File: src/rtl/bfly_pkg.sv
package bfly_pkg;

    // Pairing phase of the streaming butterfly
    typedef enum logic {
        PH_FIRST  = 1'b0,   // waiting for first element of a pair
        PH_SECOND = 1'b1    // waiting for second element of a pair
    } pair_phase_t;

endpackage

File: src/rtl/bfly_pair_ctl.sv
module bfly_pair_ctl
    import bfly_pkg::*;
(
    input  logic clk,
    input  logic rst,
    input  logic ce,
    input  logic sync_in,
    output logic load_first,
    output logic close_pair
);

    pair_phase_t state;
    pair_phase_t nxt;

    // State register
    always_ff @(posedge clk) begin
        if (rst) begin
            state <= PH_FIRST;
        end else if (ce) begin
            state <= nxt;
        end
    end

    // Next state
    always_comb begin
        nxt = state;
        unique case (state)
            PH_FIRST:  nxt = PH_SECOND;
            PH_SECOND: nxt = sync_in ? PH_SECOND : PH_FIRST;
            default:   nxt = PH_FIRST;
        endcase
    end

    // Outputs
    always_comb begin
        load_first = 1'b0;
        close_pair = 1'b0;
        unique case (state)
            PH_FIRST: begin
                load_first = ce;
            end
            PH_SECOND: begin
                load_first = ce && sync_in;
                close_pair = ce && !sync_in;
            end
            default: begin
                load_first = 1'b0;
                close_pair = 1'b0;
            end
        endcase
    end

    AST_SYNC_REALIGN: assert property (@(posedge clk) disable iff (rst)
        (ce && sync_in) |=> (state == PH_SECOND));

    AST_PAIR_CLOSES: assert property (@(posedge clk) disable iff (rst)
        (ce && !sync_in && state == PH_SECOND) |=> (state == PH_FIRST));

endmodule

File: src/rtl/bfly_arith.sv
module bfly_arith #(
    parameter int IW = 16
) (
    input  logic              clk,
    input  logic              rst,
    input  logic              ce,
    input  logic              load_first,
    input  logic              close_pair,
    input  logic [2*IW-1:0]   din,
    output logic [2*IW+1:0]   y
);

    localparam int OW = IW + 1;

    logic signed [IW-1:0] in_re, in_im;
    logic signed [IW-1:0] fst_re, fst_im;
    logic signed [OW-1:0] sum_re, sum_im, dif_re, dif_im;
    logic signed [OW-1:0] add_re, add_im, sub_re, sub_im;
    logic                 pv;

    assign in_re = din[2*IW-1:IW];
    assign in_im = din[IW-1:0];

    // Full-precision sign-extended arithmetic
    assign add_re = {fst_re[IW-1], fst_re} + {in_re[IW-1], in_re};
    assign add_im = {fst_im[IW-1], fst_im} + {in_im[IW-1], in_im};
    assign sub_re = {fst_re[IW-1], fst_re} - {in_re[IW-1], in_re};
    assign sub_im = {fst_im[IW-1], fst_im} - {in_im[IW-1], in_im};

    always_ff @(posedge clk) begin
        if (rst) begin
            fst_re <= '0;
            fst_im <= '0;
            sum_re <= '0;
            sum_im <= '0;
            dif_re <= '0;
            dif_im <= '0;
            pv     <= 1'b0;
            y      <= '0;
        end else if (ce) begin
            if (load_first) begin
                fst_re <= in_re;
                fst_im <= in_im;
            end
            if (close_pair) begin
                sum_re <= add_re;
                sum_im <= add_im;
                dif_re <= sub_re;
                dif_im <= sub_im;
            end
            pv <= close_pair;
            // Serialise: sum on the slot after completion, difference next
            y  <= pv ? {sum_re, sum_im} : {dif_re, dif_im};
        end
    end

    AST_PAIR_IDENT: assert property (@(posedge clk) disable iff (rst)
        pv |-> ((({sum_re[OW-1], sum_re} + {dif_re[OW-1], dif_re}) == {fst_re[IW-1], fst_re, 1'b0})
             && (({sum_im[OW-1], sum_im} + {dif_im[OW-1], dif_im}) == {fst_im[IW-1], fst_im, 1'b0})));

    AST_SER_HOLD: assert property (@(posedge clk) disable iff (rst)
        !ce |=> $stable(y));

endmodule

File: src/rtl/bfly_delay.sv
module bfly_delay #(
    parameter int W     = 1,
    parameter int DEPTH = 1
) (
    input  logic         clk,
    input  logic         rst,
    input  logic         en,
    input  logic [W-1:0] d,
    output logic [W-1:0] q
);

    logic [W-1:0] st [DEPTH];

    always_ff @(posedge clk) begin
        if (rst) begin
            for (int i = 0; i < DEPTH; i++) begin
                st[i] <= '0;
            end
        end else if (en) begin
            st[0] <= d;
            for (int i = 1; i < DEPTH; i++) begin
                st[i] <= st[i-1];
            end
        end
    end

    assign q = st[DEPTH-1];

    AST_DLY_HOLD: assert property (@(posedge clk) disable iff (rst)
        !en |=> $stable(q));

endmodule

File: src/rtl/butterfly_stage.sv
module butterfly_stage #(
    parameter int IW      = 16,
    parameter int LATENCY = 4
) (
    input  logic                clk,
    input  logic                rst,
    input  logic                ce,
    input  logic                sync_in,
    input  logic [2*IW-1:0]     din,
    output logic [2*IW+1:0]     dout,
    output logic                sync_out
);

    localparam int OW   = IW + 1;
    localparam int DW   = 2 * OW;
    localparam int TAIL = LATENCY - 2;

    logic          load_first;
    logic          close_pair;
    logic [DW-1:0] ser;

    bfly_pair_ctl u_ctl (
        .clk        (clk),
        .rst        (rst),
        .ce         (ce),
        .sync_in    (sync_in),
        .load_first (load_first),
        .close_pair (close_pair)
    );

    bfly_arith #(.IW(IW)) u_arith (
        .clk        (clk),
        .rst        (rst),
        .ce         (ce),
        .load_first (load_first),
        .close_pair (close_pair),
        .din        (din),
        .y          (ser)
    );

    generate
        if (TAIL > 0) begin : g_tail
            bfly_delay #(.W(DW), .DEPTH(TAIL)) u_dtail (
                .clk (clk),
                .rst (rst),
                .en  (ce),
                .d   (ser),
                .q   (dout)
            );
        end else begin : g_notail
            assign dout = ser;
        end
    endgenerate

    bfly_delay #(.W(1), .DEPTH(LATENCY + 1)) u_sync (
        .clk (clk),
        .rst (rst),
        .en  (ce),
        .d   (sync_in),
        .q   (sync_out)
    );

    AST_SYNC_GATED: assert property (@(posedge clk) disable iff (rst)
        (!ce && !sync_out) |=> !sync_out);

endmodule

File: config.mk
export PLATFORM = sky130hd
export DESIGN_NAME = butterfly_stage
export DESIGN_NICKNAME = d
export VERILOG_FILES = /design/src/rtl/bfly_pkg.sv /design/src/rtl/bfly_pair_ctl.sv /design/src/rtl/bfly_arith.sv /design/src/rtl/bfly_delay.sv /design/src/rtl/butterfly_stage.sv
export SDC_FILE = /design/constraint.sdc
export NUM_CORES = 1
export LEC_CHECK = 0
export ABC_AREA = 1
export BUFFER_PORTS_ARGS = -buffer_cell sky130_fd_sc_hd__buf_2
export CORE_ASPECT_RATIO = 0.8
export CORE_MARGIN = 8
export CORE_UTILIZATION = 50
export DETAILED_ROUTE_END_ITERATION = 8
export GPL_ROUTABILITY_DRIVEN = 0
export PLACE_DENSITY = 0.78
export SYNTH_ARGS = -nofsm -noshare
export SYNTH_HDL_FRONTEND = slang
export SYNTH_SLANG_ARGS = --single-unit
File: constraint.sdc
create_clock -name clk -period 3.9 [get_ports clk]
set_input_delay 0.39 -clock clk [delete_from_list [all_inputs] [get_ports clk]]
set_output_delay 0.39 -clock clk [all_outputs]
set_load 0.02 [all_outputs]
==> run summary, run 1 <==
The flow ran to the end, and the final reports show no timing, DRC or antenna violations. The tools report the number of nets in the layout as 1729. The synthesized netlist occupies a cell area of 11800 µm². Setup repair after global routing left no endpoint under its margin.

The number of placed I/O pins came out at 71. The fraction of layout cells with a size suffix above 1 is 8.10%, and the initial antenna violation count is 0. From synthesis to final layout, the design area changed by 7.84%. Once the floorplan was initialized, standard cells occupied 50.6% of the core. Synthesis produced a netlist whose cell count is 1631.

The logs give 18700 µm for the half-perimeter wire length after detailed placement and 0 for the number of buffers inserted for hold repair after clock tree synthesis. Multiplexer cells account for 0% of the synthesized area. In the final routed layout, each cell accounts on average for 13.4 µm. The run gives 1735 as the synthesized net count.

The tree is rooted in a sky130_fd_sc_hd__clkbuf_16. In the routed design, unresolved DRC markers number 0. In this run the post-CTS setup repair buffer count came out at 0. The total count of hold-check failures in the final report is 0.

By count the netlist is led by sky130_fd_sc_hd__nand2_1, sky130_fd_sc_hd__inv_1, sky130_fd_sc_hd__a21oi_1. At the pin with the least slew margin, the transition time is 1.17 ns. Broken down by cell family, the worst path's largest delay share belongs to adder cells.

After synthesis, the largest area contributor takes up 22.8% of total cell area. By area the synthesized netlist is led by sky130_fd_sc_hd__dfxtp_1, sky130_fd_sc_hd__edfxtp_1, sky130_fd_sc_hd__nand2_1, sky130_fd_sc_hd__inv_1, sky130_fd_sc_hd__ha_1. The worst slew margin relative to its limit is 21.9%. The total routing usage reported by global routing was 17.4%; the Yosys warning count was 0. For this run, the leading register cell type out of synthesis is sky130_fd_sc_hd__dfxtp_1. The peak per-stage delay on the critical path came out at 0.46 ns. The critical path goes through inv_1, ha_1, fa_1, o21ai_1, nand3_1, nand2_1, nand2_1, nand3_1, nand3_1, nand2_1, inv_1. Port buffering added 70 buffers. The die area is 28800 µm², and the mean instance size in the synthesized netlist is 7.22 µm². TritonCTS built the clock tree. Entering global routing, the biggest net connects 108 pins.

For the worst setup path, the data arrival time is 2.50 ns. The global-route wire length before repair was 42300 µm. The overflow left after global routing was 0; the simple-gate share of the synthesized area was 19.8%. Post-CTS repair changed the size of 0 cells.

The path class of the lowest-slack min-delay path is input pin to register. The area fraction in compound gates after synthesis was 14.0%. The tools report the number of failing setup endpoints in the final timing report as 0. The number of max-slew violations in the final report came out at 0.

The total wire length was 26200 µm; the detailed-route vias per instance was 4.99. The clock latency at the later pin of the worst-skew pair is 0.51 ns, and the sum of negative setup slack is 0 ns. Of all nets on the critical path, the largest fanout is 3. The number of clock sinks seen by CTS is 207. The tools report the peak supply drop as 0.409 mV. Summing the areas of all fa, ha and maj instances in the mapped netlist gives 7.48% of the synthesized area.

Max-cap violations in this run came to 0. By area, the combinational part of the netlist is dominated by simple AND/OR/NAND/NOR gates. Fraction of registers with async set or reset after synthesis: 0%. For the static power due to leakage, the log shows 6.39 nW. The number of library cell types mapped by synthesis came out at 34.

Summing internal, switching and leakage power gives 5.40 mW. The data required time at the worst endpoint was 4.30 ns; the number of buffers created by CTS was 22. The tools report the kind of start point of the critical path as a register. The final core utilization was 54.6%.

In this run the power density over the cells is 425 nW/µm². By instance count, the leading cell after synthesis is sky130_fd_sc_hd__nand2_1. After clock tree synthesis, the clock-pin slew on the worst setup and hold paths is 0.07 ns. The overall die height is 153 µm, and the fraction of the yosys area taken by sequential cells is 41.4%. The worst path uses 53.8% of the clock period. In this run, synthesis inferred 73 flip-flops with an integrated enable. Static timing analysis puts the maximum clock frequency at 476 MHz. The total number of placement rows came out at 50. The number of DRC markers in iteration 0 is 1178, and the worst path buffer plus inverter count is 2. The worst setup path is of the register to register kind.

The worst setup path is captured at a register. The routed design could run at a clock period as short as 2.10 ns. The tools report the number of levels in the clock H-tree as 1. On the final layout, the worst clock skew is 0.0108 ns.

Across all layers, the routed design uses 9748 vias. Once detail routing completed, the nets flagged for antenna violations numbered 0. The number of antenna diodes in the final layout is 0. The run gives 8370 as the number of global-route vias before repair.

sky130_fd_sc_hd__dfxtp_1 takes more of the synthesized area than any other cell. The clock passes through at most 3 buffers. In this run the standard cell core region covers 23300 µm². The synthesized flop and latch total works out to 207. Fraction of synthesized cell area in xor and xnor cells: 1.49%. The cell at the slowest stage of the critical path was sky130_fd_sc_hd__fa_1.

Measured along the x axis, the die boundary spans 188 µm. The first TritonRoute pass finished after 6 iterations.
## layer usage
metal | track usage (%) | wire (µm)
met1 | 28.7 | 13800
met2 | 21.9 | 9550
met3 | 3.55 | 2380
met4 | 3.52 | 463
met5 | 0 | 0
## placed cells by master (no fill, tap or decap), types with 2 or more instances in the layout
master	count
sky130_fd_sc_hd__fa_1	4
sky130_fd_sc_hd__o21ai_0	118
sky130_fd_sc_hd__and2_1	2
sky130_fd_sc_hd__nand3b_1	2
sky130_fd_sc_hd__xor2_1	16
sky130_fd_sc_hd__clkinv_2	2
sky130_fd_sc_hd__o21ai_1	16
sky130_fd_sc_hd__clkbuf_16	23
sky130_fd_sc_hd__nor2_1	135
sky130_fd_sc_hd__or2_1	2
sky130_fd_sc_hd__a21oi_1	139
sky130_fd_sc_hd__nor2_4	2
sky130_fd_sc_hd__o211ai_1	8
sky130_fd_sc_hd__nor3_1	8
sky130_fd_sc_hd__dfxtp_1	134
sky130_fd_sc_hd__clkinvlp_4	2
sky130_fd_sc_hd__nand2_1	335
sky130_fd_sc_hd__inv_6	3
sky130_fd_sc_hd__buf_4	3
sky130_fd_sc_hd__inv_1	329
sky130_fd_sc_hd__o21bai_1	11
sky130_fd_sc_hd__edfxtp_1	73
sky130_fd_sc_hd__buf_2	70
sky130_fd_sc_hd__xnor2_1	4
sky130_fd_sc_hd__clkbuf_1	7
sky130_fd_sc_hd__inv_2	15
sky130_fd_sc_hd__o21a_1	10
sky130_fd_sc_hd__nand3_1	83
sky130_fd_sc_hd__ha_1	64
sky130_fd_sc_hd__a21oi_2	5
sky130_fd_sc_hd__nand4_1	5
## area by class of cell
class / count / area [µm²]
inverter: 345 / 1290
tap: 312 / 390
sequential: 207 / 4870
clock inverter: 10 / 106
fill: 2207 / 10600
multi-input combinational: 975 / 5050
timing repair buffer: 74 / 393
clock buffer: 30 / 602
## logic make-up (layout without fill, tap and decap cells)
family / count (synthesis) / in the layout
fa+ha+maj: 68 / 68
buf+inv: 449 / 459
simple gates: 578 / 578
flops: 207 / 207
compound gates: 309 / 309
xor+xnor: 20 / 20
## final timing paths
kind	startpoint	cells after the start	to	slack, ns
setup / recovery	u_arith.fst_re[0]	11	u_arith.dif_re[12]	1.80
setup reg to reg	u_arith.fst_re[0]	11	u_arith.dif_re[12]	1.80
hold / removal	din[15]	3	u_arith.fst_im[15]	0.15
hold reg to reg	u_arith.dif_re[2]	2	u_arith.dif_re[2]	0.46
## through the flow
| step | instances | hold slack [ns] | worst slack (ns) | area, µm² |
|---|---|---|---|---|
| 6_report | 1953 | 0.150 | 1.80 | 12700 |
| 5_1_grt | 1953 | 0.157 | 1.69 | 12700 |
| 4_1_cts | 1953 | 0.133 | 1.85 | 12700 |
| 3_5_place_dp | 1913 | 0.451 | 1.50 | 12000 |
| 3_3_place_gp | 1913 | 0.442 | 1.52 | 12000 |
| 2_1_floorplan | 1631 | 0.423 | 0.464 | 11800 |
## registers in the layout, indices dropped and copies added (netlist names)
register / cells
u_arith.sum_re: 17
u_arith.pv: 1
u_arith.dif_re: 16
u_arith.y: 34
u_sync.st: 5
u_arith.fst_im: 16
u_arith.fst_re: 16
u_ctl.state: 1
u_arith.sum_im: 17
g_tail.u_dtail.st: 68
u_arith.dif_im: 16
## worst reg2reg max path, stage by stage, from the launching register on
cell and delay [ns]:
sky130_fd_sc_hd__dfxtp_1 0.33, sky130_fd_sc_hd__inv_1 0.07, sky130_fd_sc_hd__ha_1 0.21, sky130_fd_sc_hd__fa_1 0.46, sky130_fd_sc_hd__o21ai_1 0.20, sky130_fd_sc_hd__nand3_1 0.10
sky130_fd_sc_hd__nand2_1 0.14, sky130_fd_sc_hd__nand2_1 0.09, sky130_fd_sc_hd__nand3_1 0.07, sky130_fd_sc_hd__nand3_1 0.15, sky130_fd_sc_hd__nand2_1 0.12, sky130_fd_sc_hd__inv_1 0.04
## power by group
group          internal, mW  total (mW)  switching, mW  leakage [nW]
Combinational         0.295       0.955          0.661          4.14
Clock                  1.17        2.04          0.872         0.339
Sequential             2.35        2.40         0.0474          1.91
Total                  3.82        5.40           1.58          6.39
Note: power is estimated with default switching activity, not from simulation.
==> inputs of run 2 (changes only) <==
ABC_AREA = 0   (was 1)
clock period = 2.1 ns   (was 3.9 ns; I/O delays follow)
==> run 2 against run 1 <==
Compared with the run above: the flow now finishes with violations (negative setup slack); wire length is 7.5% higher; register-to-register slack got worse by 2.0 ns; clock power increased by 94%; critical path depth shrank 1; synthesized cell count fell by 24%; cell count is 13% lower; sequential cell count unchanged; core utilization increased by 8.1 points; critical path type unchanged; critical endpoint is now u_arith.dif_im[10]; largest cell class unchanged; highest routed layer unchanged.
==> run summary, run 2 <==
The overall die height is 150 µm (was 153 µm), and the number of library cell types mapped by synthesis is 73 (was 34). The fraction of registers with async set or reset after synthesis was 0% (unchanged). The routed length per instance works out to 16.6 µm (was 13.4 µm).

The most common cell in the synthesized netlist is sky130_fd_sc_hd__dfxtp_1 (was sky130_fd_sc_hd__nand2_1). The total power is 10.3 mW (was 5.40 mW), and the number of global-route vias before repair is 8611 (was 8370). The number of clock sinks seen by CTS is 207 (unchanged). The global-route wire length before repair was 43600 µm (was 42300 µm).

The proportion of total power due to net switching is 27.6% (was 29.3%), and the fraction of the cycle the final worst path needs is 108% (was 53.8%). The tools report the overflow left after global routing as 0 (unchanged). The mean instance size in the synthesized netlist works out to 9.05 µm² (was 7.22 µm²). The path class of the lowest-slack min-delay path is input pin to register (unchanged). For the net switching component of the power, the log shows 2.84 mW (was 1.58 mW). The sequential cell fraction of total power was 43.4% (was 44.5%).

Portion of synthesized cell area occupied by the leading cell type: 23.9% (was 22.8%). The fraction of the yosys area taken by sequential cells was 43.4% (was 41.4%); the number of flops mapped to enable cells by yosys was 73 (unchanged). The peak per-stage delay on the critical path works out to 0.36 ns (was 0.46 ns). For the die area, the log shows 27500 µm² (was 28800 µm²).

Ordered cell list for the critical path: inv_2, ha_4, fa_2, and2b_1, o2111ai_2, a311oi_4, buf_4, o21a_1, o31ai_2, and2_1 (was inv_1, ha_1, fa_1, o21ai_1, nand3_1, nand2_1, nand2_1, nand3_1, nand3_1, nand2_1, inv_1). The synthesized net count was 1344 (was 1735). The worst flop-to-flop path startpoint was u_arith.fst_im[0] (was u_arith.fst_re[0]). Setup repair after global routing could not meet its margin everywhere. The number of cells on the critical path works out to 10 (was 11).

The run gives 0 (unchanged) as the max-cap check violation count. The run gives 8 (was 0) as the number of failing setup endpoints in the final timing report. The kind of start point of the critical path was a register (unchanged). The fraction of layout cells with a size suffix above 1 was 24.8% (was 8.10%). Most frequent cells in the layout: sky130_fd_sc_hd__dfxtp_1, sky130_fd_sc_hd__buf_4, sky130_fd_sc_hd__nand2_1, sky130_fd_sc_hd__nor2_1, sky130_fd_sc_hd__a21oi_1 (was sky130_fd_sc_hd__nand2_1, sky130_fd_sc_hd__inv_1, sky130_fd_sc_hd__a21oi_1, sky130_fd_sc_hd__nor2_1, sky130_fd_sc_hd__dfxtp_1). The sort of element at the end of the critical path was a register (unchanged). The Yosys warning count was 0 (unchanged). The minimum period implied by the final worst setup slack was 2.27 ns (was 2.10 ns); the number of placed I/O pins was 71 (unchanged). The timing endpoint of the critical path is u_arith.dif_im[10] (was u_arith.dif_re[12]). The primary flip-flop cell chosen by synthesis mapping was sky130_fd_sc_hd__dfxtp_1 (unchanged). The number of max-slew violations in the final report is 0 (unchanged), and the post-layout worst setup margin is -0.173 ns (was 1.80 ns). The total routing usage reported by global routing was 19.1% (was 17.4%). The run gives 1472 (was 1729) as the number of nets in the layout. Top cells by area in the synthesized netlist: sky130_fd_sc_hd__dfxtp_1, sky130_fd_sc_hd__edfxtp_1, sky130_fd_sc_hd__ha_1, sky130_fd_sc_hd__and2_1, sky130_fd_sc_hd__a21oi_1 (was sky130_fd_sc_hd__dfxtp_1, sky130_fd_sc_hd__edfxtp_1, sky130_fd_sc_hd__nand2_1, sky130_fd_sc_hd__inv_1, sky130_fd_sc_hd__ha_1). The sum of negative setup slack is -0.836 ns (was 0 ns), and the detailed-route vias per instance is 5.56 (was 4.99). Share of total power in the clock network: 38.4% (was 37.8%). The highest fanout seen on the critical path was 3 (unchanged). Largest registers ranked by flip-flop count: g_tail.u_dtail.st (68), u_arith.y (34) (unchanged).

The total wire length was 28100 µm (was 26200 µm). The initial antenna violation count was 0 (unchanged); the static power due to leakage was 5.76 nW (was 6.39 nW). For the total number of placement rows, the log shows 49 (was 50). The number of remaining DRC errors was 0 (unchanged); the clock latency at the later pin of the worst-skew pair was 0.52 ns (was 0.51 ns).

Number of DRC markers in iteration 0: 878 (was 1178). Top cells by instance count after synthesis: sky130_fd_sc_hd__dfxtp_1, sky130_fd_sc_hd__nand2_1, sky130_fd_sc_hd__a21oi_1, sky130_fd_sc_hd__nor2_1, sky130_fd_sc_hd__and2_1 (was sky130_fd_sc_hd__nand2_1, sky130_fd_sc_hd__inv_1, sky130_fd_sc_hd__a21oi_1). The register-to-register setup slack is -0.17 ns (was 1.80 ns). The cell area power density was 738 nW/µm² (was 425 nW/µm²); the layout-stage area growth over the synthesis result was 24.2% (was 7.84%). The core footprint was 22300 µm² (was 23300 µm²); the largest net degree at the start of global routing was 74 (was 108).

The flip-flop count of the largest register after layout is 68 (unchanged). The count of antenna diodes in the layout came out at 0 (unchanged). The destination of the worst register-to-register timing path is u_arith.dif_im[10] (was u_arith.dif_re[12]). The category of the most critical setup path is register to register (unchanged). Number of cells on the worst reg-to-reg path: 10 (was 11). For the number of buffers on the longest clock path, the log shows 3 (unchanged). For the iteration count of the initial detailed-routing pass, the log shows 6 (unchanged). The register bank with the most flops was g_tail.u_dtail.st (unchanged). The run gives 50.4% (was 50.6%) as the initial cell density of the core.

The worst path buffer plus inverter count works out to 2 (unchanged). The run gives 0.0171 ns (was 0.0108 ns) as the worst-case clock skew. The final reports fail on negative setup slack. The tools report the half-perimeter wire length after detailed placement as 19000 µm (was 18700 µm).

The combinational power share was 18.2% (was 17.7%); the number of levels in the clock H-tree was 1 (unchanged). The worst slew margin relative to its limit was 25.9% (was 21.9%); the total count of hold-check failures in the final report was 0 (unchanged). The largest area contributor in the netlist is sky130_fd_sc_hd__dfxtp_1 (unchanged). Clock transition at the registers of the reported paths: 0.06 ns (was 0.07 ns). TritonCTS built the clock tree. The slew at the pin closest to its max-slew limit was 1.11 ns (was 1.17 ns); the residual antenna-violating net count after detailed routing was 0 (unchanged). The synthesized flop and latch total came out at 207 (unchanged). The logs give 2.51 ns (was 4.30 ns) for the data required time at the worst endpoint and 7.45 mW (was 3.82 mW) for the internal power contribution. The tools report the highest attainable clock frequency as 440 MHz (was 476 MHz).

The horizontal die dimension works out to 184 µm (was 188 µm). The most common cell after layout, fill and taps aside is sky130_fd_sc_hd__dfxtp_1 (was sky130_fd_sc_hd__nand2_1). The post-synth design cell area is 11200 µm² (was 11800 µm²). The peak supply drop was 0.709 mV (was 0.409 mV). The routed via count was 9399 (was 9748). The flow ran to the end, but the final reports show violations. The count of mapped cells out of synthesis came out at 1240 (was 1631).

The cell class contributing the biggest share of worst-path delay was compound AO/OA/AOI/OAI gates (was adder cells). The cell at the slowest stage of the critical path is sky130_fd_sc_hd__a311oi_4 (was sky130_fd_sc_hd__fa_1). Beginning of the critical path: u_arith.fst_im[0] (was u_arith.fst_re[0]). The number of buffers created by CTS was 23 (was 22); the count of input and output buffers was 70 (unchanged). The smallest hold slack is 0.0290 ns (was 0.150 ns), and the signal arrival time at the worst endpoint is 2.68 ns (was 2.50 ns). The tools report the root buffer selected by CTS as sky130_fd_sc_hd__clkbuf_16 (unchanged).
## run 2: routing by layer
| metal | global-route usage (%) | routed length (µm) |
|---|---|---|
| met5 | 0 | 0 |
| met4 | 4.18 | 481 |
| met3 | 3.79 | 2540 |
| met2 | 27.7 | 11700 |
| met1 | 28.7 | 13400 |
## run 2: area by class of cell
type | count | area (µm²)
flip-flops and latches | 207 | 4880
inverters | 68 | 259
well taps | 306 | 383
repair buffers | 219 | 1560
fillers | 1804 | 8310
clock inverters | 13 | 114
clock buffers | 29 | 639
multi-input cells | 849 | 6100
## run 2: logic make-up after synthesis
logic type | Yosys count | synth area share, %
flops | 207 | 43.4
simple gates | 421 | 18.3
xor+xnor | 20 | 1.56
mux | 39 | 3.49
compound gates | 301 | 17.8
buf+inv | 184 | 7.59
fa+ha+maj | 68 | 7.85
## run 2: metrics by stage
step	util (%)	worst slack (ns)	instances	area [µm²]
2_1_floorplan	-	-0.0710	1240	11300
3_3_place_gp	55.5	-0.205	1620	12400
3_5_place_dp	55.5	-0.268	1620	12400
4_1_cts	60.4	-0.158	1685	13400
5_1_grt	62.7	-0.244	1691	13900
6_report	62.7	-0.173	1691	13900
## run 2: power groups by stage
stage	Combinational (mW)	Sequential (mW)	Clock [mW]
5_1_grt	2.03	4.48	4.19
4_1_cts	1.67	4.46	4.03
2_1_floorplan	1.07	4.52	0
6_report	1.88	4.46	3.95
3_5_place_dp	1.60	4.54	0
3_3_place_gp	1.57	4.53	0
## run 2: repair_timing
item / in CTS / in global routing
hold endpoints to repair: 17 / 0
resized for setup: 26 / 94
pin swaps: 15 / 30
hold buffers: 17 / 0
endpoints found under the setup margin: 21 / 39
setup buffers: 6 / 7
cloned: 0 / 0
## run 2: how the worst min path moves through the flow
| stage | from | endpoint | slack [ns] | depth (start not counted) |
|---|---|---|---|---|
| detailed placement | u_arith.dif_re[15] | u_arith.dif_re[15] | 0.44 | 2 |
| finish | rst | u_arith.y[31] | 0.03 | 2 |
| global placement | u_arith.dif_re[10] | u_arith.dif_re[10] | 0.43 | 2 |
| floorplan | din[0] | u_arith.fst_im[0] | 0.34 | 2 |
| global route | rst | u_arith.y[0] | 0.01 | 2 |
| CTS | rst | u_arith.y[31] | 0.01 | 2 |
## run 2: worst reg2reg max path, stage by stage (launching register included)
cell	delay (ns)
sky130_fd_sc_hd__dfxtp_2	0.33
sky130_fd_sc_hd__inv_2	0.04
sky130_fd_sc_hd__ha_4	0.15
sky130_fd_sc_hd__fa_2	0.34
sky130_fd_sc_hd__and2b_1	0.24
sky130_fd_sc_hd__o2111ai_2	0.16
sky130_fd_sc_hd__a311oi_4	0.36
sky130_fd_sc_hd__buf_4	0.20
sky130_fd_sc_hd__o21a_1	0.12
sky130_fd_sc_hd__o31ai_2	0.06
sky130_fd_sc_hd__and2_1	0.15
==> inputs of run 3 (changes only) <==
GPL_TIMING_DRIVEN = 0   (was default)
PLACE_DENSITY = 0.68   (was 0.78)
==> run 3 against run 2 <==
Compared with the run above: the run still ends with negative setup slack left; sequential power barely moved; count of clock-buffer cells in the layout decreased by 2; global-route usage rose by 1.3 points; largest power group unchanged.
==> run summary, run 3 (same netlist as run 2, synthesis figures left out) <==
The detailed-route vias per instance is 5.47 (was 5.56). Cell area power density: 745 nW/µm² (was 738 nW/µm²). Violated checks: negative setup slack (unchanged).

The placed cell area is 12000 µm² (was 12400 µm²). Fraction of layout cells with a size suffix above 1: 23.5% (was 24.8%). The category of the most critical setup path was register to register (unchanged).

For the number of buffers created by CTS, the log shows 22 (was 23). The count of input and output buffers came out at 69 (was 70). The peak per-stage delay on the critical path was 0.35 ns (was 0.36 ns); the routed via count was 9395 (was 9399). The non-filler instance count after layout is 1716 (was 1691), and the met2 capacity usage during global routing is 29.3% (was 27.7%). The slew at the pin closest to its max-slew limit was 0.903 ns (was 1.11 ns). The signal arrival time at the worst endpoint was 2.72 ns (was 2.68 ns).

Largest registers ranked by flip-flop count: g_tail.u_dtail.st (68), u_arith.y (34) (unchanged). The final instance area is 14200 µm² (was 13900 µm²). The kind of start point of the critical path was a register (unchanged). Number of placed cells counting well taps: 1615 (was 1620).

For the iteration count of the initial detailed-routing pass, the log shows 6 (unchanged). The overall die height was 150 µm (unchanged). Cell at the slowest stage of the critical path: sky130_fd_sc_hd__dfxtp_4 (was sky130_fd_sc_hd__a311oi_4). The minimum period implied by the final worst setup slack came out at 2.32 ns (was 2.27 ns).

Setup repair after global routing could not meet its margin everywhere. Most frequent cells in the layout: sky130_fd_sc_hd__dfxtp_1, sky130_fd_sc_hd__nand2_1, sky130_fd_sc_hd__nor2_1, sky130_fd_sc_hd__a21oi_1, sky130_fd_sc_hd__and2_1 (was sky130_fd_sc_hd__dfxtp_1, sky130_fd_sc_hd__buf_4, sky130_fd_sc_hd__nand2_1, sky130_fd_sc_hd__nor2_1, sky130_fd_sc_hd__a21oi_1). The tools report the sort of element at the end of the critical path as a register (unchanged). The half-perimeter wire length after detailed placement came out at 20600 µm (was 19000 µm). The register bank with the most flops was g_tail.u_dtail.st (unchanged). The clock transition at the registers of the reported paths works out to 0.07 ns (was 0.06 ns). The tools report the core footprint as 22300 µm² (unchanged). The run finished, with violations left. The clock latency at the later pin of the worst-skew pair is 0.52 ns (about the same), and the number of buffers on the longest clock path is 3 (unchanged).

The most common cell after layout, fill and taps aside is sky130_fd_sc_hd__dfxtp_1 (unchanged). The number of global-route vias before repair is 8431 (was 8611). The layout-stage area growth over the synthesis result is 26.2% (was 24.2%), and the highest fanout seen on the critical path is 3 (unchanged). The logs give 5.76 nW (about the same) for the static power due to leakage and 0 (unchanged) for the max-cap check violation count.

The overflow left after global routing came out at 0 (unchanged). The number of nets in the layout came out at 1497 (was 1472). The filler cell count is 1841 (was 1804).

The tools report the number of max-slew violations in the final report as 0 (unchanged). Cell class contributing the biggest share of worst-path delay: compound AO/OA/AOI/OAI gates (unchanged). The met1 track demand over resource is 30.6% (was 28.7%), and the initial antenna violation count is 0 (unchanged). The total wire length was 29800 µm (was 28100 µm); the number of clock sinks seen by CTS was 207 (unchanged).

Data required time at the worst endpoint: 2.50 ns (was 2.51 ns). Post-layout worst setup margin: -0.222 ns (was -0.173 ns). Ordered cell list for the critical path: inv_2, ha_4, fa_2, and2b_2, o2111ai_4, a311oi_4, nor2_1, o211a_1, a211o_1 (was inv_2, ha_4, fa_2, and2b_1, o2111ai_2, a311oi_4, buf_4, o21a_1, o31ai_2, and2_1). The total routing usage reported by global routing is 20.4% (was 19.1%), and the fraction of the cycle the final worst path needs is 111% (was 108%). The flip-flop count of the largest register after layout works out to 68 (unchanged). The worst path buffer plus inverter count was 1 (was 2). Root buffer selected by CTS: sky130_fd_sc_hd__clkbuf_16 (unchanged). Residual antenna-violating net count after detailed routing: 0 (unchanged). Peak supply drop: 0.667 mV (was 0.709 mV).

The horizontal die dimension was 184 µm (unchanged). The logs give 27500 µm² (unchanged) for the die area and 45300 µm (was 43600 µm) for the global-route wire length before repair. The total number of placement rows is 49 (unchanged), and the number of DRC markers in iteration 0 is 968 (was 878).

Path class of the lowest-slack min-delay path: input pin to register (unchanged). The worst slew margin relative to its limit was 39.8% (was 25.9%). The highest-utilization routing layer at the global route stage is met1 (unchanged). The tools report the number of remaining DRC errors as 0 (unchanged). The largest net degree at the start of global routing was 74 (unchanged); the highest attainable clock frequency was 431 MHz (was 440 MHz).

The number of placed I/O pins is 71 (unchanged). TritonCTS built the clock tree. For the pre-CTS worst setup slack, the log shows -0.663 ns (was -0.268 ns). The initial cell density of the core came out at 50.4% (unchanged). The run gives 1 (unchanged) as the number of levels in the clock H-tree. The global routing met3 resource utilization was 4.32% (was 3.79%); the smallest hold slack was 0.0581 ns (was 0.0290 ns).

The number of failing setup endpoints in the final timing report is 11 (was 8), and the total count of hold-check failures in the final report is 0 (unchanged). For the worst-case clock skew, the log shows 0.0175 ns (was 0.0171 ns). The routed length per instance was 17.4 µm (was 16.6 µm).
==> run 3: final timing paths <==
check	start	end	slack, ns	cells past startpoint
worst min register to register	u_arith.dif_im[2]	u_arith.dif_im[2]	0.45	2
worst min-delay path	sync_in	u_sync.st[0][0]	0.06	2
worst max-delay path	u_arith.fst_im[0]	u_arith.dif_im[14]	-0.22	9
worst max register to register	u_arith.fst_im[0]	u_arith.dif_im[14]	-0.22	9
==> run 3: power breakdown <==
| part | switching, mW | internal (mW) |
|---|---|---|
| clock network | 1.67 | 2.49 |
| logic | 1.14 | 0.783 |
| registers | 0.104 | 4.36 |
| total | 2.91 | 7.63 |
==> run 3: layer usage <==
layer | up-vias | share of wire, %
li1 | 4645 | -
met4 | 0 | 1.9
met3 | 46 | 8.8
met2 | 417 | 41
met5 | - | 0
met1 | 4287 | 48
==> run 3: what timing repair did <==
| item | 4_1_cts | 5_1_grt |
|---|---|---|
| resized for setup | 88 | 121 |
| endpoints found under the setup margin | 35 | 58 |
| hold buffers | 32 | 0 |
| buffers inserted | 13 | 25 |
| pin swaps | 25 | 44 |
| endpoints found under the hold margin | 32 | 0 |
==> run 3: area by class of cell <==
cell class | instances | area, µm² | share of cell area [%]
antenna | 1 | 2.50 | 0.0177
buffer | 106 | 632 | 4.46
clock buffer | 27 | 621 | 4.38
clock inverter | 13 | 165 | 1.17
inverter | 68 | 263 | 1.86
multi-input combinational | 849 | 6230 | 44.0
sequential | 207 | 4900 | 34.6
tap | 306 | 383 | 2.70
timing repair buffer | 139 | 963 | 6.80
==> run 3: per-stage QoR <==
| step | power (mW) | util (%) | setup TNS (ns) |
|---|---|---|---|
| 6_report | 10.5 | 63.6 | -0.994 |
| 5_1_grt | 10.9 | 63.6 | -1.99 |
| 4_1_cts | 10.4 | 60.8 | -1.08 |
| 3_5_place_dp | 6.04 | 53.9 | -15.22 |
| 3_3_place_gp | 6.01 | 53.9 | -50.17 |
| 2_1_floorplan | 5.59 | - | -0.111 |
